$ cat config.mk
export PLATFORM = sky130hd
export DESIGN_NAME = fetch_thread_sel
export DESIGN_NICKNAME = d
export VERILOG_FILES = /design/src/rtl/fts_pkg.sv /design/src/rtl/fts_elig.sv /design/src/rtl/fts_occ_min.sv /design/src/rtl/fts_rr_list.sv /design/src/rtl/fetch_thread_sel.sv
export SDC_FILE = /design/constraint.sdc
export NUM_CORES = 1
export LEC_CHECK = 0
export BUFFER_PORTS_ARGS = -buffer_cell sky130_fd_sc_hd__buf_2
export CELL_PAD_IN_SITES_DETAIL_PLACEMENT = 1
export CELL_PAD_IN_SITES_GLOBAL_PLACEMENT = 1
export CORE_MARGIN = 8
export CORE_UTILIZATION = 25
export CTS_CLUSTER_DIAMETER = 30
export CTS_CLUSTER_SIZE = 12
export DETAILED_ROUTE_END_ITERATION = 8
export PLACE_DENSITY_LB_ADDON = 0.1
export SLEW_MARGIN = 20
export SYNTH_ARGS = -nofsm -noshare
export SYNTH_HDL_FRONTEND = slang
export SYNTH_SLANG_ARGS = --single-unit
$ cat constraint.sdc
create_clock -name clk -period 10.9 [get_ports clk]
set_input_delay 2.18 -clock clk [delete_from_list [all_inputs] [get_ports clk]]
set_output_delay 2.18 -clock clk [all_outputs]
set_load 0.02 [all_outputs]
$ cat src/rtl/fts_pkg.sv
package fts_pkg;

  localparam int STATE_W = 3;

  typedef enum logic [STATE_W-1:0] {
    ST_RUN         = 3'd0,
    ST_IDLE        = 3'd1,
    ST_SQUASH      = 3'd2,
    ST_BLOCKED     = 3'd3,
    ST_WAIT_RETRY  = 3'd4,
    ST_WAIT_RESP   = 3'd5,
    ST_ACCESS_DONE = 3'd6,
    ST_SWITCHED    = 3'd7
  } thr_state_e;

  typedef enum logic [1:0] {
    POL_SINGLE = 2'd0,
    POL_RR     = 2'd1,
    POL_IQ     = 2'd2,
    POL_LSQ    = 2'd3
  } pol_e;

  // the three codes under which a thread may start a fetch
  function automatic logic may_fetch(input logic [STATE_W-1:0] s);
    return (s == ST_RUN) || (s == ST_IDLE) || (s == ST_ACCESS_DONE);
  endfunction

endpackage

$ cat src/rtl/fts_elig.sv
module fts_elig
  import fts_pkg::*;
#(
  parameter int NUM_THREADS = 4
) (
  input  logic [STATE_W*NUM_THREADS-1:0] thr_status,
  input  logic [NUM_THREADS-1:0]         thr_active,
  output logic [NUM_THREADS-1:0]         elig
);

  for (genvar t = 0; t < NUM_THREADS; t++) begin : g_thr
    assign elig[t] = thr_active[t] && may_fetch(thr_status[t*STATE_W +: STATE_W]);
  end

endmodule

$ cat src/rtl/fts_occ_min.sv
module fts_occ_min #(
  parameter int NUM_THREADS = 4,
  parameter int OCC_W       = 6,
  parameter int TID_W       = 2
) (
  input  logic                         clk,
  input  logic                         rst_n,
  input  logic [NUM_THREADS-1:0]       elig,
  input  logic [OCC_W*NUM_THREADS-1:0] occ,
  output logic                         found,
  output logic [TID_W-1:0]             tid
);

  logic [OCC_W-1:0] best;

  // strict less-than keeps the lower ID on a tie
  always_comb begin
    found = 1'b0;
    tid   = '0;
    best  = '0;
    for (int t = 0; t < NUM_THREADS; t++) begin
      if (elig[t] && (!found || occ[t*OCC_W +: OCC_W] < best)) begin
        found = 1'b1;
        tid   = TID_W'(t);
        best  = occ[t*OCC_W +: OCC_W];
      end
    end
  end

  always_ff @(posedge clk) begin
    if (rst_n) begin
      a_r7_found_any : assert (found == (|elig))
        else $error("occupancy selector found flag disagrees with candidates");
      for (int t = 0; t < NUM_THREADS; t++) begin
        a_r8_no_smaller : assert (!(found && elig[t]) ||
                                  occ[int'(tid)*OCC_W +: OCC_W] <= occ[t*OCC_W +: OCC_W])
          else $error("a candidate has smaller occupancy than the winner");
      end
    end
  end

endmodule

$ cat src/rtl/fts_rr_list.sv
module fts_rr_list #(
  parameter int NUM_THREADS = 4,
  parameter int TID_W       = 2
) (
  input  logic                   clk,
  input  logic                   rst_n,
  input  logic [NUM_THREADS-1:0] elig,
  input  logic                   rotate,
  output logic                   hit,
  output logic [TID_W-1:0]       head_tid
);

  localparam int LIST_W = NUM_THREADS * TID_W;

  logic [LIST_W-1:0] order_q, order_d;
  logic [TID_W-1:0]  pos;

  // scan from the head for the first candidate
  always_comb begin
    hit      = 1'b0;
    pos      = '0;
    head_tid = '0;
    for (int p = 0; p < NUM_THREADS; p++) begin
      if (!hit && elig[order_q[p*TID_W +: TID_W]]) begin
        hit      = 1'b1;
        pos      = TID_W'(p);
        head_tid = order_q[p*TID_W +: TID_W];
      end
    end
  end

  // winner leaves its slot, later entries close the gap, winner goes last
  always_comb begin
    for (int p = 0; p < NUM_THREADS - 1; p++) begin
      if (p < int'(pos)) order_d[p*TID_W +: TID_W] = order_q[p*TID_W +: TID_W];
      else               order_d[p*TID_W +: TID_W] = order_q[(p+1)*TID_W +: TID_W];
    end
    order_d[(NUM_THREADS-1)*TID_W +: TID_W] = head_tid;
  end

  always_ff @(posedge clk) begin
    if (!rst_n) begin
      for (int p = 0; p < NUM_THREADS; p++) order_q[p*TID_W +: TID_W] <= TID_W'(p);
    end else if (rotate && hit) begin
      order_q <= order_d;
    end
  end

  // list must always be a permutation of the thread IDs
  logic [NUM_THREADS-1:0] seen;
  always_comb begin
    seen = '0;
    for (int p = 0; p < NUM_THREADS; p++) seen[order_q[p*TID_W +: TID_W]] = 1'b1;
  end

  always_ff @(posedge clk) begin
    if (rst_n) begin
      a_r5_permutation : assert (&seen)
        else $error("priority list lost a thread ID");
    end
  end

  a_r5_tail : assert property (@(posedge clk) disable iff (!rst_n)
    (rotate && hit) |=> order_q[(NUM_THREADS-1)*TID_W +: TID_W] == $past(head_tid))
    else $error("granted thread not moved to the tail");

  a_r6_hold : assert property (@(posedge clk) disable iff (!rst_n)
    !rotate |=> $stable(order_q))
    else $error("priority list changed without rotation");

  a_r3_hit_eligible : assert property (@(posedge clk) disable iff (!rst_n)
    hit |-> elig[head_tid])
    else $error("round-robin picked a non-candidate");

endmodule

$ cat src/rtl/fetch_thread_sel.sv
module fetch_thread_sel
  import fts_pkg::*;
#(
  parameter int NUM_THREADS = 4,
  parameter int OCC_W       = 6,
  localparam int TID_W      = (NUM_THREADS > 1) ? $clog2(NUM_THREADS) : 1
) (
  input  logic                           clk,
  input  logic                           rst_n,
  input  logic [STATE_W*NUM_THREADS-1:0] thr_status,
  input  logic [NUM_THREADS-1:0]         thr_active,
  input  logic [OCC_W*NUM_THREADS-1:0]   iq_occ,
  input  logic [OCC_W*NUM_THREADS-1:0]   lsq_occ,
  input  logic [1:0]                     policy,
  input  logic                           advance,
  output logic                           grant_valid,
  output logic [TID_W-1:0]               grant_tid,
  output logic                           cfg_error
);

  logic [NUM_THREADS-1:0] elig;
  pol_e                   pol;

  assign pol = pol_e'(policy);

  fts_elig #(.NUM_THREADS(NUM_THREADS)) u_elig (
    .thr_status (thr_status),
    .thr_active (thr_active),
    .elig       (elig)
  );

  if (NUM_THREADS == 1) begin : g_one
    // single thread build: grant it whenever it may fetch
    assign grant_valid = elig[0];
    assign grant_tid   = '0;
    assign cfg_error   = 1'b0;
  end else begin : g_multi
    logic             rr_hit, rotate;
    logic [TID_W-1:0] rr_tid;
    logic [1:0]       cnt_found;
    logic [TID_W-1:0] cnt_tid [2];

    assign rotate = advance && grant_valid && (pol == POL_RR);

    fts_rr_list #(.NUM_THREADS(NUM_THREADS), .TID_W(TID_W)) u_rr (
      .clk      (clk),
      .rst_n    (rst_n),
      .elig     (elig),
      .rotate   (rotate),
      .hit      (rr_hit),
      .head_tid (rr_tid)
    );

    for (genvar q = 0; q < 2; q++) begin : g_cnt
      fts_occ_min #(.NUM_THREADS(NUM_THREADS), .OCC_W(OCC_W), .TID_W(TID_W)) u_min (
        .clk   (clk),
        .rst_n (rst_n),
        .elig  (elig),
        .occ   ((q == 0) ? iq_occ : lsq_occ),
        .found (cnt_found[q]),
        .tid   (cnt_tid[q])
      );
    end

    always_comb begin
      unique case (pol)
        POL_SINGLE: begin grant_valid = elig[0];      grant_tid = '0;         end
        POL_RR:     begin grant_valid = rr_hit;       grant_tid = rr_tid;     end
        POL_IQ:     begin grant_valid = cnt_found[0]; grant_tid = cnt_tid[0]; end
        default:    begin grant_valid = cnt_found[1]; grant_tid = cnt_tid[1]; end
      endcase
    end

    assign cfg_error = (pol == POL_SINGLE);
  end

  a_r1_grant_eligible : assert property (@(posedge clk) disable iff (!rst_n)
    grant_valid |-> (thr_active[grant_tid] &&
                     may_fetch(thr_status[int'(grant_tid)*STATE_W +: STATE_W])))
    else $error("grant given to a thread that may not fetch");

  a_r2_none_no_grant : assert property (@(posedge clk) disable iff (!rst_n)
    !(|elig) |-> !grant_valid)
    else $error("grant offered with no candidate");

  a_r9_single_zero : assert property (@(posedge clk) disable iff (!rst_n)
    (policy == 2'd0 && grant_valid) |-> grant_tid == '0)
    else $error("fixed policy granted a nonzero thread");

endmodule

==> results of run 1 <==
[final cells by class]
class	instances	area, µm²	share of cell area
multi-input combinational	225	1660	0.697
timing repair buffer	73	368	0.155
tap	99	124	0.0521
clock buffer	3	41.3	0.0174
sequential	8	160	0.0674
inverter	7	26.3	0.0111
[cell usage after synthesis, types with 2 or more instances]
cell type  number  share of area
inv_1           7          0.014
a32oi_1         2         0.0092
clkbuf_1        6          0.012
and3b_2         3          0.016
a21oi_1        25          0.066
nor3_1          2         0.0053
nor2b_1         7          0.023
o21ai_2         2         0.0092
o21a_1          8          0.032
mux2i_1        14          0.074
a211o_1         2         0.0092
ha_1           30           0.20
and3_1          2         0.0066
dfxtp_1         8          0.084
nor2_1         32          0.063
o21ai_1         5          0.013
nand3_1         4          0.011
mux4_2          2          0.024
a211oi_1        2         0.0079
o21ai_0        11          0.029
nand2_1        26          0.051
a31oi_1         6          0.020
a21o_1          3          0.012
o22ai_1         2         0.0066
o211ai_1        3          0.012
[metrics by stage]
step / instances / utilization / hold slack (ns) / area [µm²]
floorplan: 250 / - / 0.496 / 1900
global placement: 412 / 0.320 / 0.549 / 2330
detailed placement: 412 / 0.320 / 0.550 / 2330
CTS: 415 / 0.326 / 0.557 / 2380
global route: 415 / 0.326 / 0.582 / 2380
finish: 415 / 0.326 / 0.551 / 2380
[critical path: stages]
cell	delay, ns
buf_2	0.10
nor2_1	0.20
o21a_1	0.59
nand2_1	0.16
ha_1	0.31
a2111oi_0	0.38
o21a_1	0.22
o21a_1	0.41
nor2_1	0.07
a21oi_1	0.22
ha_1	0.30
a21oi_1	0.15
o21ai_0	0.13
nor3_2	0.23
o2111a_1	0.28
a211o_1	0.30
nor2_1	0.09
a21oi_1	0.16
ha_1	0.27
a21oi_1	0.14
o22ai_1	0.09
or4_1	0.43
nor2_1	0.11
a2bb2oi_1	0.08
o21ai_1	0.11
buf_2	0.20
[final timing paths]
kind                                 from                       to  slack, ns  depth (start not counted)
setup / recovery            thr_status[2]             grant_tid[1]       0.77                         26
hold reg to reg   g_multi.u_rr.order_q[1]  g_multi.u_rr.order_q[1]       0.55                          2
hold / removal    g_multi.u_rr.order_q[1]  g_multi.u_rr.order_q[1]       0.55                          2
setup reg to reg  g_multi.u_rr.order_q[4]  g_multi.u_rr.order_q[7]       9.05                          6
[layer usage]
| metal | up-vias | wire [µm] |
|---|---|---|
| li1 | 1081 | - |
| met1 | 939 | 2890 |
| met2 | 54 | 2870 |
| met3 | 0 | 487 |
| met4 | 0 | 0 |
| met5 | - | 0 |
[power breakdown]
part	internal (W)	switching (W)	total [W]
logic	0.0000414	0.0000499	0.0000913
registers	0.0000306	0.00000182	0.0000324
clock network	0.0000239	0.0000111	0.0000350
total	0.0000959	0.0000629	0.000159
[cells by family after synthesis]
family                   after synthesis
buffers and inverters                 17
AND/OR/NAND/NOR                       88
AO/OA/AOI/OAI                         88
flip-flops                             8
multiplexers                          19
adder cells (fa/ha/maj)               30
==> results.ini, run 1 <==
[run_status]
status = complete, no violations

[clock_network]
cts_inserted_buffers = 3
post_cts_buffers = 0
root_buffer = clkbuf_8
clk_latency_ns = 0.23
cts_tree = built
clock_path_buffers = 2
clk_pin_slew_ns = 0.04
postCtsHoldBufs = 0
clock-sinks = 8
cts.repair.resized = 0
htreeDepth = 1

[yosys]
netlist-cell-type-count = 61
post_synth_fa_ha_maj_area_fraction = 0.198
ys_async_sr_fraction = 0
synth-simple-area-share = 0.225
synth_xor_area_frac = 0
synth_compound_area_frac = 0.325
synth_area_um2 = 1900
synth_top_family_by_area = compound AO/OA/AOI/OAI gates
syn_nets = 349
synth_seq_cells = 8
ys_seq_area_frac = 0.0844
synth_edf_count = 0
ys.flop_type = dfxtp_1
ys_warn_count = 0
syn_avg_cell_area_um2 = 7.59
synth.area.mux_share = 0.125
synthCells = 250

[grt]
use_met3 = 0.0371
use_met2 = 0.211
grt_pass1_vias = 2253
grt_first_pass_wirelength_mm = 10.4
antenna_found_initial = 0
grt-ovfl-total = 0
grt_busiest_layer = met2
grt_max_degree = 20
grt_usage = 0.122
met1_usage = 0.151

[sta]
fin_setup_tns_ns = 0
period_needed_ns = 10.13
setup_slack_ns = 0.772
drv_slew = 0
finClkSkew_ns = 0.00175
hold_viol_final = 0
post-route-period-util = 0.929
max_freq_mhz = 98.7
setup_viol = 0
slew_headroom = 0.563
rsz0062_at_grt = false
worst_pin_slew_ns = 0.655

[job]
cap_violations = 0

[floorplanning]
dieWidth_um = 103
core_um2 = 7290
die_area_um2 = 10600
ioPinCount = 73
row_count = 31
start_util = 0.260
fp.dieH_um = 103

[worst_setup_path]
criticalPathCategory = in2out
crit_required_ns = 8.72
arrival_ns = 7.95
end_kind = primary output
crit_fanout = 19
critPathLaunchType = input port

[placement]
io_buffers = 72
dpl.hpwl_mm = 5.48
routabilityCongestion = 0.755
preCtsSetupSlack_ns = 0.650

[layout]
fin_nets = 417
antenna_cells = 0
top_regs = g_multi.u_rr.order_q (8)
mostFrequentLayoutCells = buf_2 (72), nor2_1 (32), ha_1 (30)
mostFrequentLayoutCell = buf_2
num-fill-cells = 932
layout-drive-gt1-share = 0.304
largest_register_ffs = 8
areaGrowthSynthToFinish_pct = 25.3
largest_register = g_multi.u_rr.order_q

[drt]
finalWirelength_mm = 6.25
first_pass_iters = 4
drtAntennaViolNets = 0
drt-vias-per-instance = 5.00
drc_errors = 0
vias = 2074
routedWlPerCell_um = 15.1
drtIter0Drc = 38

[power]
p_leak_nw = 1.09
power_w = 0.000159
cellPowerDensity_nw_per_um2 = 66.8
ir_drop_v = 0.0000242

[worst_hold_path]
min_path_type = reg2reg

No activity file was read; power rests on OpenSTA's default activity.
==> run 2, diff against run 1 <==
- SYNTH_HIERARCHICAL: not set -> 1
==> results.ini, run 2 <==
[run_status]
status = complete, no violations  ; unchanged

[layout]
num-fill-cells = 1028  ; was 932
mostFrequentLayoutCell = buf_2  ; unchanged
largest_register = g_multi.u_rr/order_q  ; was g_multi.u_rr.order_q
layout-drive-gt1-share = 0.348  ; was 0.304
mostFrequentLayoutCells = buf_2 (72), ha_1 (30), nand2_1 (27)  ; was buf_2 (72), nor2_1 (32), ha_1 (30)
seq_area_um2 = 160  ; unchanged
design_area_um2 = 2630  ; was 2380 µm²
antenna_cells = 0  ; unchanged
areaGrowthSynthToFinish_pct = 25.0  ; was 25.3%
largest_register_ffs = 8  ; unchanged
stdcell_count = 433  ; was 415
multi_input_area_um2 = 1830  ; was 1660 µm²
fin_nets = 429  ; was 417
top_regs = g_multi.u_rr/order_q (8)  ; was g_multi.u_rr.order_q (8)

[grt]
grt_usage = 0.115  ; was 0.122
antenna_found_initial = 0  ; unchanged
grt_max_degree = 31  ; was 20
grt_first_pass_wirelength_mm = 11.2  ; was 10.4 mm
grt-ovfl-total = 0  ; unchanged
grt_pass1_vias = 2428  ; was 2,253

[drt]
first_pass_iters = 4  ; unchanged
routedWlPerCell_um = 15.7  ; was 15.1 µm
drtAntennaViolNets = 0  ; unchanged
finalWirelength_mm = 6.80  ; was 6.25 mm
drtIter0Drc = 29  ; was 38
vias = 2234  ; was 2,074
drc_errors = 0  ; unchanged
drt-vias-per-instance = 5.16  ; was 5.00

[yosys]
synthCells = 254  ; was 250
synth_top_cell_area_share = 0.179  ; was 0.198
synth_area_leaders = ha_1 (18%), dfxtp_1 (7.6%), mux2_2 (7.0%)  ; was ha_1 (20%), dfxtp_1 (8.4%), mux2i_1 (7.4%)
synth_top_area_cell = ha_1  ; unchanged
ys.flop_type = dfxtp_1  ; unchanged
syn_nets = 353  ; was 349
synth.most_common_cell = ha_1  ; was nor2_1
synth_edf_count = 0  ; unchanged
ys_warn_count = 6  ; was 0
syn_avg_cell_area_um2 = 8.27  ; was 7.59 µm²
synth_area_um2 = 2100  ; was 1900 µm²
synth_common_cells = ha_1 (30), nand2_1 (27), inv_1 (24)  ; was nor2_1 (32), ha_1 (30), nand2_1 (26)
ys_async_sr_fraction = 0  ; unchanged
synth_seq_cells = 8  ; unchanged
netlist-cell-type-count = 59  ; was 61
ys_seq_area_frac = 0.0762  ; was 0.0844

[clock_network]
cts.repair.resized = 0  ; unchanged
clock-sinks = 8  ; unchanged
clk_latency_ns = 0.23  ; about the same
clock_path_buffers = 2  ; unchanged
cts_inserted_buffers = 3  ; unchanged
root_buffer = clkbuf_8  ; unchanged
htreeDepth = 1  ; unchanged
post_cts_buffers = 0  ; unchanged
postCtsHoldBufs = 0  ; unchanged
cts_tree = built  ; unchanged
clk_pin_slew_ns = 0.04  ; about the same

[sta]
worst_pin_slew_ns = 0.609  ; was 0.655 ns
period_needed_ns = 10.11  ; was 10.13 ns
post-route-period-util = 0.928  ; was 0.929
whs_ns = 0.514  ; was 0.551 ns
fin_setup_tns_ns = 0  ; unchanged
drv_slew = 0  ; unchanged
slew_headroom = 0.591  ; was 0.563
max_freq_mhz = 98.9  ; was 98.7 MHz
setup_slack_ns = 0.785  ; was 0.772 ns
setup_viol = 0  ; unchanged
hold_viol_final = 0  ; unchanged
finClkSkew_ns = 0.00492  ; was 0.00175 ns
rsz0062_at_grt = false  ; unchanged

[floorplanning]
die_area_um2 = 11600  ; was 10,600 µm²
core_um2 = 8180  ; was 7290 µm²
fp.dieH_um = 108  ; was 103 µm
start_util = 0.257  ; was 0.260
dieWidth_um = 108  ; was 103 µm
row_count = 33  ; was 31
ioPinCount = 73  ; unchanged

[worst_setup_path]
crit_required_ns = 8.72  ; about the same
critPathLaunchType = input port  ; unchanged
criticalPathCategory = in2out  ; unchanged
end_kind = primary output  ; unchanged
arrival_ns = 7.93  ; was 7.95 ns
crit_fanout = 7  ; was 19

[placement]
preCtsSetupSlack_ns = 0.748  ; was 0.650 ns
dp.cells = 430  ; was 412
routabilityCongestion = 0.764  ; was 0.755
io_buffers = 72  ; unchanged
placed_area_um2 = 2580  ; was 2330 µm²
dpl.hpwl_mm = 5.87  ; was 5.48 mm

[power]
ir_drop_v = 0.0000305  ; was 0.0000242 V
p_leak_nw = 1.21  ; was 1.09 nW
cellPowerDensity_nw_per_um2 = 62.7  ; was 66.8 nW/µm²

[job]
cap_violations = 0  ; unchanged

[worst_hold_path]
min_path_type = reg2reg  ; unchanged

## run 2: final timing paths
check / startpoint / to / slack (ns) / cells past startpoint
setup / recovery: thr_status[0] / grant_tid[0] / 0.79 / 24
hold / removal: g_multi.u_rr/order_q[1] / g_multi.u_rr/order_q[1] / 0.51 / 2
hold reg to reg: g_multi.u_rr/order_q[1] / g_multi.u_rr/order_q[1] / 0.51 / 2
setup reg to reg: g_multi.u_rr/order_q[0] / g_multi.u_rr/order_q[5] / 8.39 / 6
## run 2: layer usage
metal  routed length (µm)  vias to the layer above  global-route usage
li1                     -                     1138                   -
met1                 3030                     1049               0.134
met2                 3490                       47               0.218
met3                  278                        0              0.0186
met4                    0                        0              0.0109
met5                    0                        -                   0
## run 2: cell type report
class                           count  share of cell area
Multi-Input combinational cell    219               0.696
Timing Repair Buffer               74               0.143
Tap cell                          105              0.0500
Sequential cell                     8              0.0610
Clock buffer                        3              0.0157
Inverter                           24              0.0343
## run 2: through the flow
step	utilization	total power, W
after floorplan	-	0.0000978
after global placement	0.316	0.000131
after detailed placement	0.316	0.000131
after CTS	0.321	0.000168
after global routing	0.321	0.000181
final	0.321	0.000165
## run 2: critical path, cell delays in order
cell,delay [ns]
buf_2,0.09
and3b_1,0.20
o21a_1,0.26
nand2_1,0.12
ha_1,0.31
o211ai_1,0.08
o211a_1,0.28
o21ai_2,0.32
mux2_2,0.40
ha_1,0.30
a211oi_1,0.25
o21ai_0,0.16
nor4b_1,0.49
nor3_2,0.19
mux2_2,0.31
ha_1,0.28
a21o_2,0.19
a21o_1,0.19
a2111o_1,0.41
a2111o_1,0.42
o211ai_2,0.06
mux2_2,0.18
a22o_1,0.12
buf_2,0.16
## run 2: cells by family after synthesis
kind of cell / share of synthesized area
buffers and inverters: 0.0536
adder cells (fa/ha/maj): 0.179
AO/OA/AOI/OAI: 0.303
multiplexers: 0.202
AND/OR/NAND/NOR: 0.186
flip-flops: 0.0762
## run 2: power breakdown
part | total, W | leakage, nW | switching [W] | internal [W]
combinational | 0.0000984 | 1.12 | 0.0000507 | 0.0000477
clock | 0.0000354 | 0.0216 | 0.0000115 | 0.0000239
sequential | 0.0000309 | 0.0648 | 0.000000891 | 0.0000300
==> run 3, diff against run 2 <==
- PLACE_DENSITY_LB_ADDON: 0.1 -> 0.2
- RECOVER_POWER: not set -> 50
==> results.ini, run 3 (synthesized netlist as in run 2, its figures left out) <==
[floorplanning]
fp.dieH_um = 108  ; unchanged
core_um2 = 8180  ; unchanged
start_util = 0.257  ; unchanged
ioPinCount = 73  ; unchanged
row_count = 33  ; unchanged
dieWidth_um = 108  ; unchanged
die_area_um2 = 11600  ; unchanged

[power]
cellPowerDensity_nw_per_um2 = 63.2  ; was 62.7 nW/µm²
p_leak_nw = 1.20  ; was 1.21 nW
ir_drop_v = 0.0000283  ; was 0.0000305 V

[worst_setup_path]
criticalPathCategory = in2out  ; unchanged
end_kind = primary output  ; unchanged
crit_required_ns = 8.72  ; about the same
timing.rr.end = g_multi.u_rr/order_q[5]  ; unchanged
critPathMaxStageDelay_ns = 0.48  ; was 0.49 ns
crit_family = compound AO/OA/AOI/OAI gates  ; unchanged
path_cells = buf_2 -> and3b_1 -> o21a_1 -> nand2_1 -> ha_1 -> o211ai_1 -> o211a_1 -> o21ai_2 -> mux2_2 -> ha_1 -> a211oi_1 -> o21ai_0 -> nor4b_1 -> nor3_2 -> mux2_2 -> ha_1 -> a21o_2 -> a21o_1 -> a2111o_1 -> a2111o_1 -> o211ai_2 -> mux2_2 -> a22o_1 -> buf_2  ; unchanged
crit_fanout = 7  ; unchanged
reg2reg_depth = 6  ; unchanged
crit_slowest_cell = nor4b_1  ; unchanged
cp_num_buf_inv = 2  ; unchanged
arrival_ns = 7.97  ; was 7.93 ns
setup.worst_path.start = thr_status[0]  ; unchanged
r2r_slack_ns = 8.40  ; was 8.39 ns
crit-reg2reg-launch = g_multi.u_rr/order_q[0]  ; unchanged
critPathLaunchType = input port  ; unchanged

[sta]
setup_viol = 0  ; unchanged
period_needed_ns = 10.15  ; was 10.11 ns
rsz0062_at_grt = false  ; unchanged
worst_pin_slew_ns = 0.638  ; was 0.609 ns
max_freq_mhz = 98.5  ; was 98.9 MHz
drv_slew = 0  ; unchanged
post-route-period-util = 0.931  ; was 0.928
hold_viol_final = 0  ; unchanged
finClkSkew_ns = 0.00143  ; was 0.00492 ns
slew_headroom = 0.571  ; was 0.591
fin_setup_tns_ns = 0  ; unchanged

[layout]
fin_nets = 429  ; unchanged
areaGrowthSynthToFinish_pct = 24.7  ; was 25.0%
mostFrequentLayoutCells = buf_2 (70), ha_1 (30), nand2_1 (27)  ; was buf_2 (72), ha_1 (30), nand2_1 (27)
mostFrequentLayoutCell = buf_2  ; unchanged
largest_register = g_multi.u_rr/order_q  ; unchanged
stdcell_count = 433  ; unchanged
antenna_cells = 0  ; unchanged
top_regs = g_multi.u_rr/order_q (8)  ; unchanged
largest_register_ffs = 8  ; unchanged
layout-drive-gt1-share = 0.338  ; was 0.348

[drt]
routedWlPerCell_um = 15.9  ; was 15.7 µm
drtIter0Drc = 80  ; was 29
vias = 2234  ; unchanged
first_pass_iters = 4  ; unchanged
drtAntennaViolNets = 0  ; unchanged
drc_errors = 0  ; unchanged
finalWirelength_mm = 6.88  ; was 6.80 mm
drt-vias-per-instance = 5.16  ; unchanged

[clock_network]
htreeDepth = 1  ; unchanged
clock-sinks = 8  ; unchanged
post_cts_buffers = 0  ; unchanged
clk_pin_slew_ns = 0.04  ; about the same
postCtsHoldBufs = 0  ; unchanged
cts_tree = built  ; unchanged
cts_inserted_buffers = 3  ; unchanged
root_buffer = clkbuf_8  ; unchanged
cts.repair.resized = 0  ; unchanged
clk_latency_ns = 0.23  ; about the same
clock_path_buffers = 2  ; unchanged

[worst_hold_path]
hold_start = g_multi.u_rr/order_q[1]  ; unchanged
hold_depth = 2  ; unchanged
holdPathEnd = g_multi.u_rr/order_q[1]  ; unchanged
min_path_type = reg2reg  ; unchanged

[grt]
antenna_found_initial = 0  ; unchanged
grt_first_pass_wirelength_mm = 11.3  ; was 11.2 mm
grt_usage = 0.116  ; was 0.115
grt_pass1_vias = 2446  ; was 2,428
grt-ovfl-total = 0  ; unchanged
grt_max_degree = 31  ; unchanged

[run_status]
status = complete, no violations  ; unchanged

[placement]
dpl.hpwl_mm = 5.93  ; was 5.87 mm
io_buffers = 72  ; unchanged
routabilityCongestion = 0.780  ; was 0.764
dp.cells = 430  ; unchanged

[job]
cap_violations = 0  ; unchanged

-- run 3: cell types whose count changed in the layout (fill, tap and decap cells not counted) --
cell	change
buf_2	-2
clkbuf_1	+2
or4_1	+1
or4_4	-1
-- run 3: worst max-delay path by stage --
stage,to,slack (ns),cells after the start
floorplan,grant_tid[0],1.26,23
global placement,grant_tid[0],0.86,24
detailed placement,grant_tid[0],0.75,24
CTS,grant_tid[0],0.72,24
global route,grant_tid[0],0.38,27
finish,grant_tid[0],0.75,24
-- run 3: where the power goes --
group	internal (W)	switching (W)	leakage (nW)	total, W
combinational	0.0000473	0.0000519	1.12	0.0000992
clock	0.0000239	0.0000116	0.0216	0.0000355
sequential	0.0000300	0.000000852	0.0648	0.0000309
total	0.000101	0.0000643	1.20	0.000166
-- run 3: through the flow --
| step | hold WS, ns | setup slack, ns | instance area, µm² | util | total power [W] |
|---|---|---|---|---|---|
| after detailed placement | 0.522 | 0.751 | 2580 | 0.316 | 0.000132 |
| after CTS | 0.525 | 0.717 | 2630 | 0.321 | 0.000168 |
| after global placement | 0.510 | 0.859 | 2580 | 0.316 | 0.000130 |
| after floorplan | 0.474 | 1.26 | 2100 | - | 0.0000978 |
| final | 0.523 | 0.747 | 2620 | 0.320 | 0.000166 |
| after global routing | 0.572 | 0.376 | 2620 | 0.320 | 0.000180 |
-- run 3: layout make-up --
type | instances | area (µm²)
fill | 1009 | 5560
multi-input combinational | 219 | 1820
timing repair buffer | 74 | 373
sequential | 8 | 160
tap | 105 | 131
inverter | 24 | 90.1
clock buffer | 3 | 41.3
-- run 3: routing by layer --
metal / track usage / vias up / wire length (µm)
li1: - / 1128 / -
met1: 0.149 / 1044 / 3250
met2: 0.200 / 60 / 3240
met3: 0.0234 / 2 / 375
met4: 0.0109 / 0 / 14
met5: 0 / - / 0
-- run 3: worst min-delay path, cell delays in order (launching register included) --
cell     delay, ns
dfxtp_1       0.34
nand2_1       0.07
a21oi_1       0.06
